`src/rtl/ac_cmd_pkg.sv`:
```
package ac_cmd_pkg;

   // header layout: the neighbour that builds frames relies on these positions
   localparam int unsigned TAG_CNT = 12;
   localparam int unsigned CID_W   = 2;
   localparam int unsigned HDR_W   = 1 + TAG_CNT + 1 + CID_W;

   typedef struct packed {
      logic               frame_ok;
      logic [TAG_CNT-1:0] tags;      // tags[TAG_CNT-1] belongs to slot 1
      logic               spare;
      logic [CID_W-1:0]   cid;
   } hdr_t;

   typedef enum logic [1:0] {
      CMD_NONE,
      CMD_WRITE,
      CMD_READ,
      CMD_FAULT
   } cmd_kind_t;

endpackage

```
`src/rtl/ac_frame_timer.sv`:
```
module ac_frame_timer #(
   parameter int unsigned FRAME_BITS = 256,
   localparam int unsigned POS_W     = $clog2(FRAME_BITS)
) (
   input  logic             clk,
   input  logic             rst_n,
   input  logic             sync,
   output logic             bit_ok,
   output logic [POS_W-1:0] bit_pos,
   output logic [POS_W-1:0] pos_q
);

   localparam logic [POS_W-1:0] LAST_POS = POS_W'(FRAME_BITS - 1);

   logic sync_q;
   logic locked_q;
   logic sync_rise;

   assign sync_rise = sync & ~sync_q;
   assign bit_ok    = sync_rise | locked_q;

   always_comb begin
      if (sync_rise)
         bit_pos = '0;
      else if (pos_q == LAST_POS)
         bit_pos = '0;
      else
         bit_pos = pos_q + 1'b1;
   end

   always_ff @(posedge clk or negedge rst_n) begin
      if (!rst_n) begin
         sync_q   <= 1'b0;
         locked_q <= 1'b0;
         pos_q    <= '0;
      end else begin
         sync_q   <= sync;
         locked_q <= locked_q | sync_rise;
         if (bit_ok)
            pos_q <= bit_pos;
      end
   end

endmodule

```
`src/rtl/ac_slot_deser.sv`:
```
module ac_slot_deser #(
   parameter int unsigned SLOT_W = 20,
   parameter int unsigned HDR_W  = 16,
   parameter int unsigned NCAP   = 3,
   parameter int unsigned POS_W  = 8
) (
   input  logic                         clk,
   input  logic                         rst_n,
   input  logic                         ser_in,
   input  logic                         bit_ok,
   input  logic [POS_W-1:0]             bit_pos,
   output logic [NCAP-1:0][SLOT_W-1:0]  cap,
   output logic                         hdr_go,
   output logic                         cmd_go
);

   localparam logic [POS_W-1:0] HDR_END = POS_W'(HDR_W - 1);
   localparam logic [POS_W-1:0] CMD_END = POS_W'(HDR_W - 1 + (NCAP - 1) * SLOT_W);

   logic [SLOT_W-2:0] sh_q;
   logic [SLOT_W-1:0] word;

   assign word = {sh_q, ser_in};

   always_ff @(posedge clk or negedge rst_n) begin
      if (!rst_n) begin
         sh_q   <= '0;
         hdr_go <= 1'b0;
         cmd_go <= 1'b0;
      end else begin
         if (bit_ok)
            sh_q <= word[SLOT_W-2:0];
         hdr_go <= bit_ok && (bit_pos == HDR_END);
         cmd_go <= bit_ok && (bit_pos == CMD_END);
      end
   end

   for (genvar k = 0; k < NCAP; k++) begin : g_cap
      localparam logic [POS_W-1:0] END_POS = POS_W'(HDR_W - 1 + k * SLOT_W);
      logic [SLOT_W-1:0] q;
      always_ff @(posedge clk or negedge rst_n) begin
         if (!rst_n)
            q <= '0;
         else if (bit_ok && (bit_pos == END_POS))
            q <= word;
      end
      assign cap[k] = q;
   end

endmodule

```
`src/rtl/ac_ctl_regfile.sv`:
```
module ac_ctl_regfile #(
   parameter int unsigned DATA_W  = 16,
   parameter int unsigned REG_CNT = 64,
   localparam int unsigned AW     = $clog2(REG_CNT)
) (
   input  logic              clk,
   input  logic              rst_n,
   input  logic              we,
   input  logic [AW-1:0]     waddr,
   input  logic [DATA_W-1:0] wdata,
   input  logic [AW-1:0]     raddr,
   output logic [DATA_W-1:0] rdata
);

   logic [DATA_W-1:0] arr [REG_CNT];

   for (genvar i = 0; i < REG_CNT; i++) begin : g_reg
      logic [DATA_W-1:0] q;
      always_ff @(posedge clk or negedge rst_n) begin
         if (!rst_n)
            q <= '0;
         else if (we && (waddr == AW'(i)))
            q <= wdata;
      end
      assign arr[i] = q;
   end

   assign rdata = arr[raddr];

endmodule

```
`src/rtl/ac_cmd_exec.sv`:
```
module ac_cmd_exec
   import ac_cmd_pkg::*;
#(
   parameter int unsigned SLOT_W = 20,
   parameter int unsigned DATA_W = 16,
   parameter int unsigned IDX_W  = 7,
   localparam int unsigned REG_CNT = 2 ** (IDX_W - 1),
   localparam int unsigned PAD1_W  = SLOT_W - 1 - IDX_W,
   localparam int unsigned PAD2_W  = SLOT_W - DATA_W
) (
   input  logic               clk,
   input  logic               rst_n,
   input  logic               hdr_go,
   input  logic               cmd_go,
   input  hdr_t               hdr,
   input  logic [SLOT_W-1:0]  s1,
   input  logic [SLOT_W-1:0]  s2,
   input  logic [CID_W-1:0]   strap,
   output logic               rd_valid,
   output logic [IDX_W-1:0]   rd_index,
   output logic [DATA_W-1:0]  rd_data,
   output logic               rsvd_err,
   output logic [TAG_CNT-1:0] slot_tags
);

   logic              is_rd;
   logic [IDX_W-1:0]  idx;
   logic [DATA_W-1:0] wdata;
   logic              s1_pad;
   logic              s2_pad;
   logic              evaluated;
   cmd_kind_t         kind;
   logic              we;
   logic [DATA_W-1:0] rf_rdata;

   assign is_rd  = s1[SLOT_W-1];
   assign idx    = s1[SLOT_W-2 -: IDX_W];
   assign wdata  = s2[SLOT_W-1 -: DATA_W];
   assign s1_pad = |s1[PAD1_W-1:0];
   assign s2_pad = is_rd ? (|s2) : (|s2[PAD2_W-1:0]);

   assign evaluated = cmd_go && hdr.frame_ok && (hdr.cid == strap)
                      && hdr.tags[TAG_CNT-1];

   always_comb begin
      kind = CMD_NONE;
      if (evaluated) begin
         if (s1_pad || s2_pad)
            kind = CMD_FAULT;
         else if (is_rd)
            kind = CMD_READ;
         else if (hdr.tags[TAG_CNT-2])
            kind = CMD_WRITE;
      end
   end

   assign we = (kind == CMD_WRITE) && !idx[0];

   ac_ctl_regfile #(
      .DATA_W  (DATA_W),
      .REG_CNT (REG_CNT)
   ) u_rf (
      .clk   (clk),
      .rst_n (rst_n),
      .we    (we),
      .waddr (idx[IDX_W-1:1]),
      .wdata (wdata),
      .raddr (idx[IDX_W-1:1]),
      .rdata (rf_rdata)
   );

   always_ff @(posedge clk or negedge rst_n) begin
      if (!rst_n) begin
         rd_valid  <= 1'b0;
         rd_index  <= '0;
         rd_data   <= '0;
         rsvd_err  <= 1'b0;
         slot_tags <= '0;
      end else begin
         rd_valid <= (kind == CMD_READ);
         if (kind == CMD_READ) begin
            rd_index <= idx;
            rd_data  <= idx[0] ? '0 : rf_rdata;
         end
         if (evaluated)
            rsvd_err <= (kind == CMD_FAULT);
         if (hdr_go && hdr.frame_ok)
            slot_tags <= hdr.tags;
      end
   end

endmodule

```
`src/rtl/ac_link_cmd_decoder.sv`:
```
module ac_link_cmd_decoder
   import ac_cmd_pkg::*;
#(
   parameter int unsigned SLOT_W = 20,
   parameter int unsigned DATA_W = 16,
   parameter int unsigned IDX_W  = 7,
   localparam int unsigned FRAME_BITS = HDR_W + TAG_CNT * SLOT_W,
   localparam int unsigned POS_W      = $clog2(FRAME_BITS),
   localparam int unsigned NCAP       = 3
) (
   input  logic               sclk,
   input  logic               rst_n,
   input  logic               frame_sync,
   input  logic               ser_in,
   input  logic [CID_W-1:0]   strap_id,
   output logic               rd_valid,
   output logic [IDX_W-1:0]   rd_index,
   output logic [DATA_W-1:0]  rd_data,
   output logic               rsvd_err,
   output logic [TAG_CNT-1:0] slot_tags
);

   if (DATA_W >= SLOT_W) begin : g_chk_data
      $error("DATA_W must leave reserved bits in a slot");
   end
   if (IDX_W + 1 >= SLOT_W || IDX_W < 2) begin : g_chk_idx
      $error("IDX_W out of range for SLOT_W");
   end
   if (HDR_W > SLOT_W) begin : g_chk_hdr
      $error("header must fit a slot-wide shifter");
   end

   logic                        bit_ok;
   logic [POS_W-1:0]            bit_pos;
   logic [POS_W-1:0]            bit_pos_q;
   logic [NCAP-1:0][SLOT_W-1:0] cap;
   logic                        hdr_go;
   logic                        cmd_go;
   hdr_t                        hdr;

   ac_frame_timer #(
      .FRAME_BITS (FRAME_BITS)
   ) u_timer (
      .clk     (sclk),
      .rst_n   (rst_n),
      .sync    (frame_sync),
      .bit_ok  (bit_ok),
      .bit_pos (bit_pos),
      .pos_q   (bit_pos_q)
   );

   ac_slot_deser #(
      .SLOT_W (SLOT_W),
      .HDR_W  (HDR_W),
      .NCAP   (NCAP),
      .POS_W  (POS_W)
   ) u_deser (
      .clk     (sclk),
      .rst_n   (rst_n),
      .ser_in  (ser_in),
      .bit_ok  (bit_ok),
      .bit_pos (bit_pos),
      .cap     (cap),
      .hdr_go  (hdr_go),
      .cmd_go  (cmd_go)
   );

   assign hdr = hdr_t'(cap[0][HDR_W-1:0]);

   ac_cmd_exec #(
      .SLOT_W (SLOT_W),
      .DATA_W (DATA_W),
      .IDX_W  (IDX_W)
   ) u_exec (
      .clk       (sclk),
      .rst_n     (rst_n),
      .hdr_go    (hdr_go),
      .cmd_go    (cmd_go),
      .hdr       (hdr),
      .s1        (cap[1]),
      .s2        (cap[2]),
      .strap     (strap_id),
      .rd_valid  (rd_valid),
      .rd_index  (rd_index),
      .rd_data   (rd_data),
      .rsvd_err  (rsvd_err),
      .slot_tags (slot_tags)
   );

endmodule

```
`config.mk`:
```
export PLATFORM = sky130hd
export DESIGN_NAME = ac_link_cmd_decoder
export DESIGN_NICKNAME = d
export VERILOG_FILES = /design/src/rtl/ac_cmd_pkg.sv /design/src/rtl/ac_frame_timer.sv /design/src/rtl/ac_slot_deser.sv /design/src/rtl/ac_ctl_regfile.sv /design/src/rtl/ac_cmd_exec.sv /design/src/rtl/ac_link_cmd_decoder.sv
export SDC_FILE = /design/constraint.sdc
export NUM_CORES = 2
export LEC_CHECK = 0
export BUFFER_PORTS_ARGS = -buffer_cell sky130_fd_sc_hd__buf_2
export CAP_MARGIN = 20
export CORE_MARGIN = 8
export CORE_UTILIZATION = 40
export CTS_CLUSTER_DIAMETER = 200
export DETAILED_ROUTE_END_ITERATION = 8
export GPL_TIMING_DRIVEN = 0
export PLACE_DENSITY = 0.62
export SKIP_CTS_REPAIR_TIMING = 1
export SYNTH_ARGS = -nofsm -noshare
export SYNTH_HDL_FRONTEND = slang
export SYNTH_HIERARCHICAL = 1
export SYNTH_SLANG_ARGS = --single-unit
```
`constraint.sdc`:
```
create_clock -name sclk -period 4.8 [get_ports sclk]
set_input_delay 0.72 -clock sclk [delete_from_list [all_inputs] [get_ports sclk]]
set_output_delay 0.72 -clock sclk [all_outputs]
set_load 0.05 [all_outputs]
```
# ---- Yosys cells after proc, flatten, opt, wreduce, memory -nomap -nowiden
# Index checks and enable logic that the tools add are counted.
dict set report totals {
  output_inout_bits 37
  in_bits 6
  reg_bits 1148
  wordCells 244
}
dict set report op_classes {
  eq_ne 71
  n_lt_le_gt_ge 1
  muxes 11
  n_bitwise 4
  addsub 1
  reduce_logical 78
}
# op count
set ops {}
lappend ops {{$eq 6x6->1 const B} 32}
lappend ops {{$bmux 16 s6} 1}
lappend ops {{$eq 6x5->1 const B} 16}
lappend ops {{$logic_and 1x1->1} 72}
lappend ops {{$eq 6x4->1 const B} 8}
lappend ops {{$mux 16} 3}
lappend ops {{$eq 6x3->1 const B} 4}
lappend ops {{$reduce_or 20->1} 1}
lappend ops {{$eq 8x6->1 const B} 2}
lappend ops {{$mux 8} 2}
lappend ops {{$eq 6x2->1 const B} 2}
lappend ops {{$reduce_or 12->1} 1}
lappend ops {{$add 8x1->8 const B} 1}
lappend ops {{$eq 8x4->1 const B} 1}
lappend ops {{$eq 8x8->1 const B} 1}
lappend ops {{$ge 7x7->1 const B} 1}
lappend ops {{$not 6->7} 1}
lappend ops {{$eq 6x1->1 const B} 1}
lappend ops {{$logic_not 6->1} 1}
lappend ops {{$mux 2} 3}
lappend ops {{$eq 2x2->1 const B} 2}
lappend ops {{$reduce_or 4->1} 1}
lappend ops {{$eq 2x1->1 const B} 1}
lappend ops {{$eq 2x2->1} 1}
lappend ops {{other kinds (6)} 7}

# ---- Longest topological paths before layout
dict set report logic_depth {
  ltp_word 8
  depth_mapped 11
  depth_no_buf 7
}

# ---- Modules after synthesis
# The synthesis kept the hierarchy.
# module cells_per_inst area_each_um2 seq_area_each_um2 n_inst
set by_module_without_submodules {}
lappend by_module_without_submodules {ac_ctl_regfile 3020 46656.0 25624.6 1}
lappend by_module_without_submodules {ac_slot_deser 180 3120.5 2026.9 1}
lappend by_module_without_submodules {ac_cmd_exec 115 1599.0 925.9 1}
lappend by_module_without_submodules {ac_frame_timer 72 644.4 250.2 1}

# ---- Worst setup path after synthesis
# Ideal clock, no wire load.
dict set report synth_timing {
  kind {input port to flip-flop}
  from {input strap_id[0]}
  to {register u_exec.u_rf.g_reg[15].q[10]}
  arrival_ns 2.926
  t_required_ns 4.675
  setup_ns 0.125
  setup_slack_ns 1.749
  n_path_buf 2
  stages 8
  cell_sequence {xnor2_1 nand3_1 nor3_1 or3b_2 buf_2 nor2_2 buf_2 mux2_2}
}
dict set report synth_via {
  elab_chain_cells 7
}
# item line_no
set synth_rtl {}
lappend synth_rtl {{start: declaration} ac_link_cmd_decoder.sv:15} ;# input logic [CID_W-1:0] strap_id,
lappend synth_rtl {{$eq 2x2->1} ac_cmd_exec.sv:42} ;# assign evaluated = cmd_go && hdr.frame_ok && (hdr.cid == strap)
lappend synth_rtl {{$logic_and 1x1->1} ac_cmd_exec.sv:42}
lappend synth_rtl {{$logic_and 1x1->1} ac_cmd_exec.sv:43} ;# && hdr.tags[TAG_CNT-1];
lappend synth_rtl {{$mux 2} ac_cmd_exec.sv:47} ;# if (evaluated) begin
lappend synth_rtl {{$eq 2x1->1} ac_cmd_exec.sv:57} ;# assign we = (kind == CMD_WRITE) && !idx[0];
lappend synth_rtl {{$logic_and 1x1->1} ac_cmd_exec.sv:57}
lappend synth_rtl {{net u_exec.we} ac_cmd_exec.sv:33} ;# logic we;
lappend synth_rtl {{$logic_and 1x1->1} ac_ctl_regfile.sv:22} ;# else if (we && (waddr == AW'(i)))
lappend synth_rtl {{end signal: assignment} ac_ctl_regfile.sv:23} ;# q <= wdata;
lappend synth_rtl {{end: declaration} ac_ctl_regfile.sv:18} ;# logic [DATA_W-1:0] q;
# The timed path passes the listed nets, and every way through them passes these cells.
# A chain may end at the register's enable or synchronous reset.

# ---- Worst setup path in the final report
dict set report layout_timing {
  from {register u_deser.g_cap[1].q[18]}
  to {register u_exec.rd_data[11]}
}
dict set report layout_via {
  elab_chain_cells 5
}
# item line_no
set layout_rtl {}
lappend layout_rtl {{start: declaration} ac_slot_deser.sv:40} ;# logic [SLOT_W-1:0] q;
lappend layout_rtl {{start signal: assignment} ac_slot_deser.sv:45} ;# q <= word;
lappend layout_rtl {{$not 6->7 (not written as such)} ac_ctl_regfile.sv:28} ;# assign rdata = arr[raddr];
lappend layout_rtl {{$bmux 16 s6} ac_ctl_regfile.sv:28}
lappend layout_rtl {{$mux 16 (not written as such) (2 in a row)} ac_ctl_regfile.sv:28}
lappend layout_rtl {{net u_exec.rf_rdata[11]} ac_cmd_exec.sv:34} ;# logic [DATA_W-1:0] rf_rdata;
lappend layout_rtl {{$mux 16} ac_cmd_exec.sv:83} ;# rd_data <= idx[0] ? '0 : rf_rdata;
lappend layout_rtl {{end signal: assignment} ac_cmd_exec.sv:83}
lappend layout_rtl {{end: declaration} ac_cmd_exec.sv:21} ;# output logic [DATA_W-1:0] rd_data,
# The timed path passes the listed nets, and every way through them passes these cells. The select of a mux whose other input is x is not followed.

==> flow_summary.toml <==
[outcome]
status = "completed"

[finish]
area_delta_synth_final_pct = 12.8
finalNonFillerCells = 5395
drive_gt1_share_pct = 46.5
final_net_count = 3563

[routing]
antenna_left = 0
vias = 30500
avgViaCountPerCell = 5.66
drtPass1Iterations = 6
drcViolationCount = 0
routed_wirelength_um = 150000
wl_per_cell_um = 27.7
drtIter0Drc = 2582

[clock_tree]
htreeDepth = 3
clk_pin_slew_ns = 0.07
clock_path_buffers = 3
cts_tree = "yes"
cts_sinks = 1147
clock-root-buffer = "clkbuf_16"
cts_made_buffers = 117
clock_latency_ns = 0.72

[run]
cap_violations = 0

[setup_path]
cp_top_family = "buffers and inverters"
crit_required_ns = 5.39
critPathMaxFanout = 10
path_class = "register to register"
crit_buf_inv = 3
worstPathArrival_ns = 5.16
crit_chain = "clkbuf_1 -> nor2b_1 -> buf_1 -> clkbuf_1 -> o211ai_1 -> a221oi_1 -> nor3_1 -> nor2b_1 -> mux2_2"
worstSetupStartpointType = "register"
critPathMaxStageDelay_ns = 0.87
endpoint_kind = "register"
crit_path_top_delay_cell = "a221oi_1"

[power]
p_leak_nw = 27.8
vdd_drop_max_mv = 0.270
power.density_nw_per_um2 = 334

[sta]
setup-violations-final = 0
fin_skew_ns = 0.0296
worst_pin_slew_ns = 1.21
fin_hold_ws_ns = 0.135
slew_violations = 0
finalWorstSetupSlack_ns = 0.230
maxSlewHeadroom_pct = 18.6
fin_crit_ns = 4.57
grt_setup_unrepaired = "false"
fin_tns_setup_ns = 0
fin_crit_sh_pct = 95.2
hold_violations = 0
fmaxAchievable_mhz = 219

[placement]
portBuffers = 42
hpwlAfterDp_um = 108000
dp.cells = 5176
gp_congestion = 0.930
place_ws_ns = 0.437

[global_routing]
grt_overflow = 0
grt_pass1_wl_um = 222000
first_global_vias = 32100
antenna_found_initial = 13
track_usage_pct = 21.1
grt_max_degree = 168

[floorplan]
die_w_um = 376
core_um2 = 129000
initial_core_util_pct = 40.2
die_h_um = 376
rows = 132
ios = 43
dieArea_um2 = 141000

[synth]
yosys_warnings = 6
synthCells = 3377
postSynthAreaPerCell_um2 = 15.4
synthesis.area_um2 = 51800
syn_nets = 3384

[worst_hold_path]
hold_class = "input pin to register"
## state kept, by name (all words and copies together), names as in the netlist
signal	count
u_exec/rd_valid	1
u_exec/rd_index	7
u_timer/pos_q	8
u_deser/hdr_go	1
u_deser/g_cap.q	55
u_deser/cmd_go	1
u_deser/sh_q	19
u_exec/u_rf/g.q	1024
u_exec/slot_tags	12
u_exec/rsvd_err	1
u_timer/sync_q	1
u_exec/rd_data	16
u_timer/locked_q	1
## stage by stage
step / total power, mW / utilization [%] / cell area, um^2
2_1_floorplan: 10.1 / - / 51800
3_3_place_gp: 10.4 / 42.0 / 54200
3_5_place_dp: 10.5 / 42.3 / 54600
4_1_cts: 19.7 / 45.3 / 58400
5_1_grt: 20.2 / 45.3 / 58500
6_report: 19.5 / 45.3 / 58500
## report_power, final
part | total (mW) | leakage (nW) | switching, mW | internal, mW
logic | 0.477 | 9.88 | 0.344 | 0.133
registers | 9.79 | 16.0 | 0.0525 | 9.74
clock network | 9.28 | 1.94 | 3.86 | 5.42
## cells in the final DEF (no fill, tap or decap), types with 19 or more instances in the layout
cell type     n
mux2_1       66
dfrtp_1    1147
nor2_1       26
nand2_1     104
nor2b_1      28
nor3_1       20
buf_2       111
clkbuf_1    199
clkinv_2     32
buf_1        31
mux4_2      216
a22oi_1      56
clkbuf_8     24
mux2i_1     111
clkbuf_16   119
mux2_2     1088
mux2_4       19
## layer usage
layer | vias up | track usage (%) | wire length [um]
met3 | 200 | 3.91 | 9240
li1 | 12900 | - | -
met5 | - | 0.343 | 69
met2 | 854 | 33.8 | 70300
met4 | 2 | 5.61 | 3600
met1 | 16600 | 29.5 | 66300
## layout make-up
| cell class | count | area, um^2 |
|---|---|---|
| clock buffer | 163 | 3380 |
| buffer | 297 | 1280 |
| antenna | 5 | 12.5 |
| fill | 11400 | 70500 |
| clock inverter | 48 | 508 |
| tap | 1742 | 2180 |
| multi-input combinational | 1926 | 21800 |
| sequential | 1147 | 28700 |
| timing repair buffer | 60 | 559 |
| inverter | 7 | 26.3 |
## worst paths after layout
path	startpoint	end	slack [ns]	cells past startpoint
setup / recovery	u_deser/g_cap[1].q[18]$_DFFE_PN0P_	u_exec/rd_data[11]$_DFFE_PN0N_	0.23	9
setup reg to reg	u_deser/g_cap[1].q[18]$_DFFE_PN0P_	u_exec/rd_data[11]$_DFFE_PN0N_	0.23	9
min in group asynchronous	rst_n	u_exec/u_rf/g_reg[18].q[10]$_DFFE_PN0P_	0.46	2
max in group asynchronous	rst_n	u_exec/u_rf/g_reg[55].q[13]$_DFFE_PN0P_	2.22	5
hold / removal	frame_sync	u_timer/sync_q$_DFF_PN0_	0.14	1
hold reg to reg	u_exec/u_rf/g_reg[30].q[11]$_DFFE_PN0P_	u_exec/u_rf/g_reg[30].q[11]$_DFFE_PN0P_	0.48	1
Power figures use the tool's default switching activity.
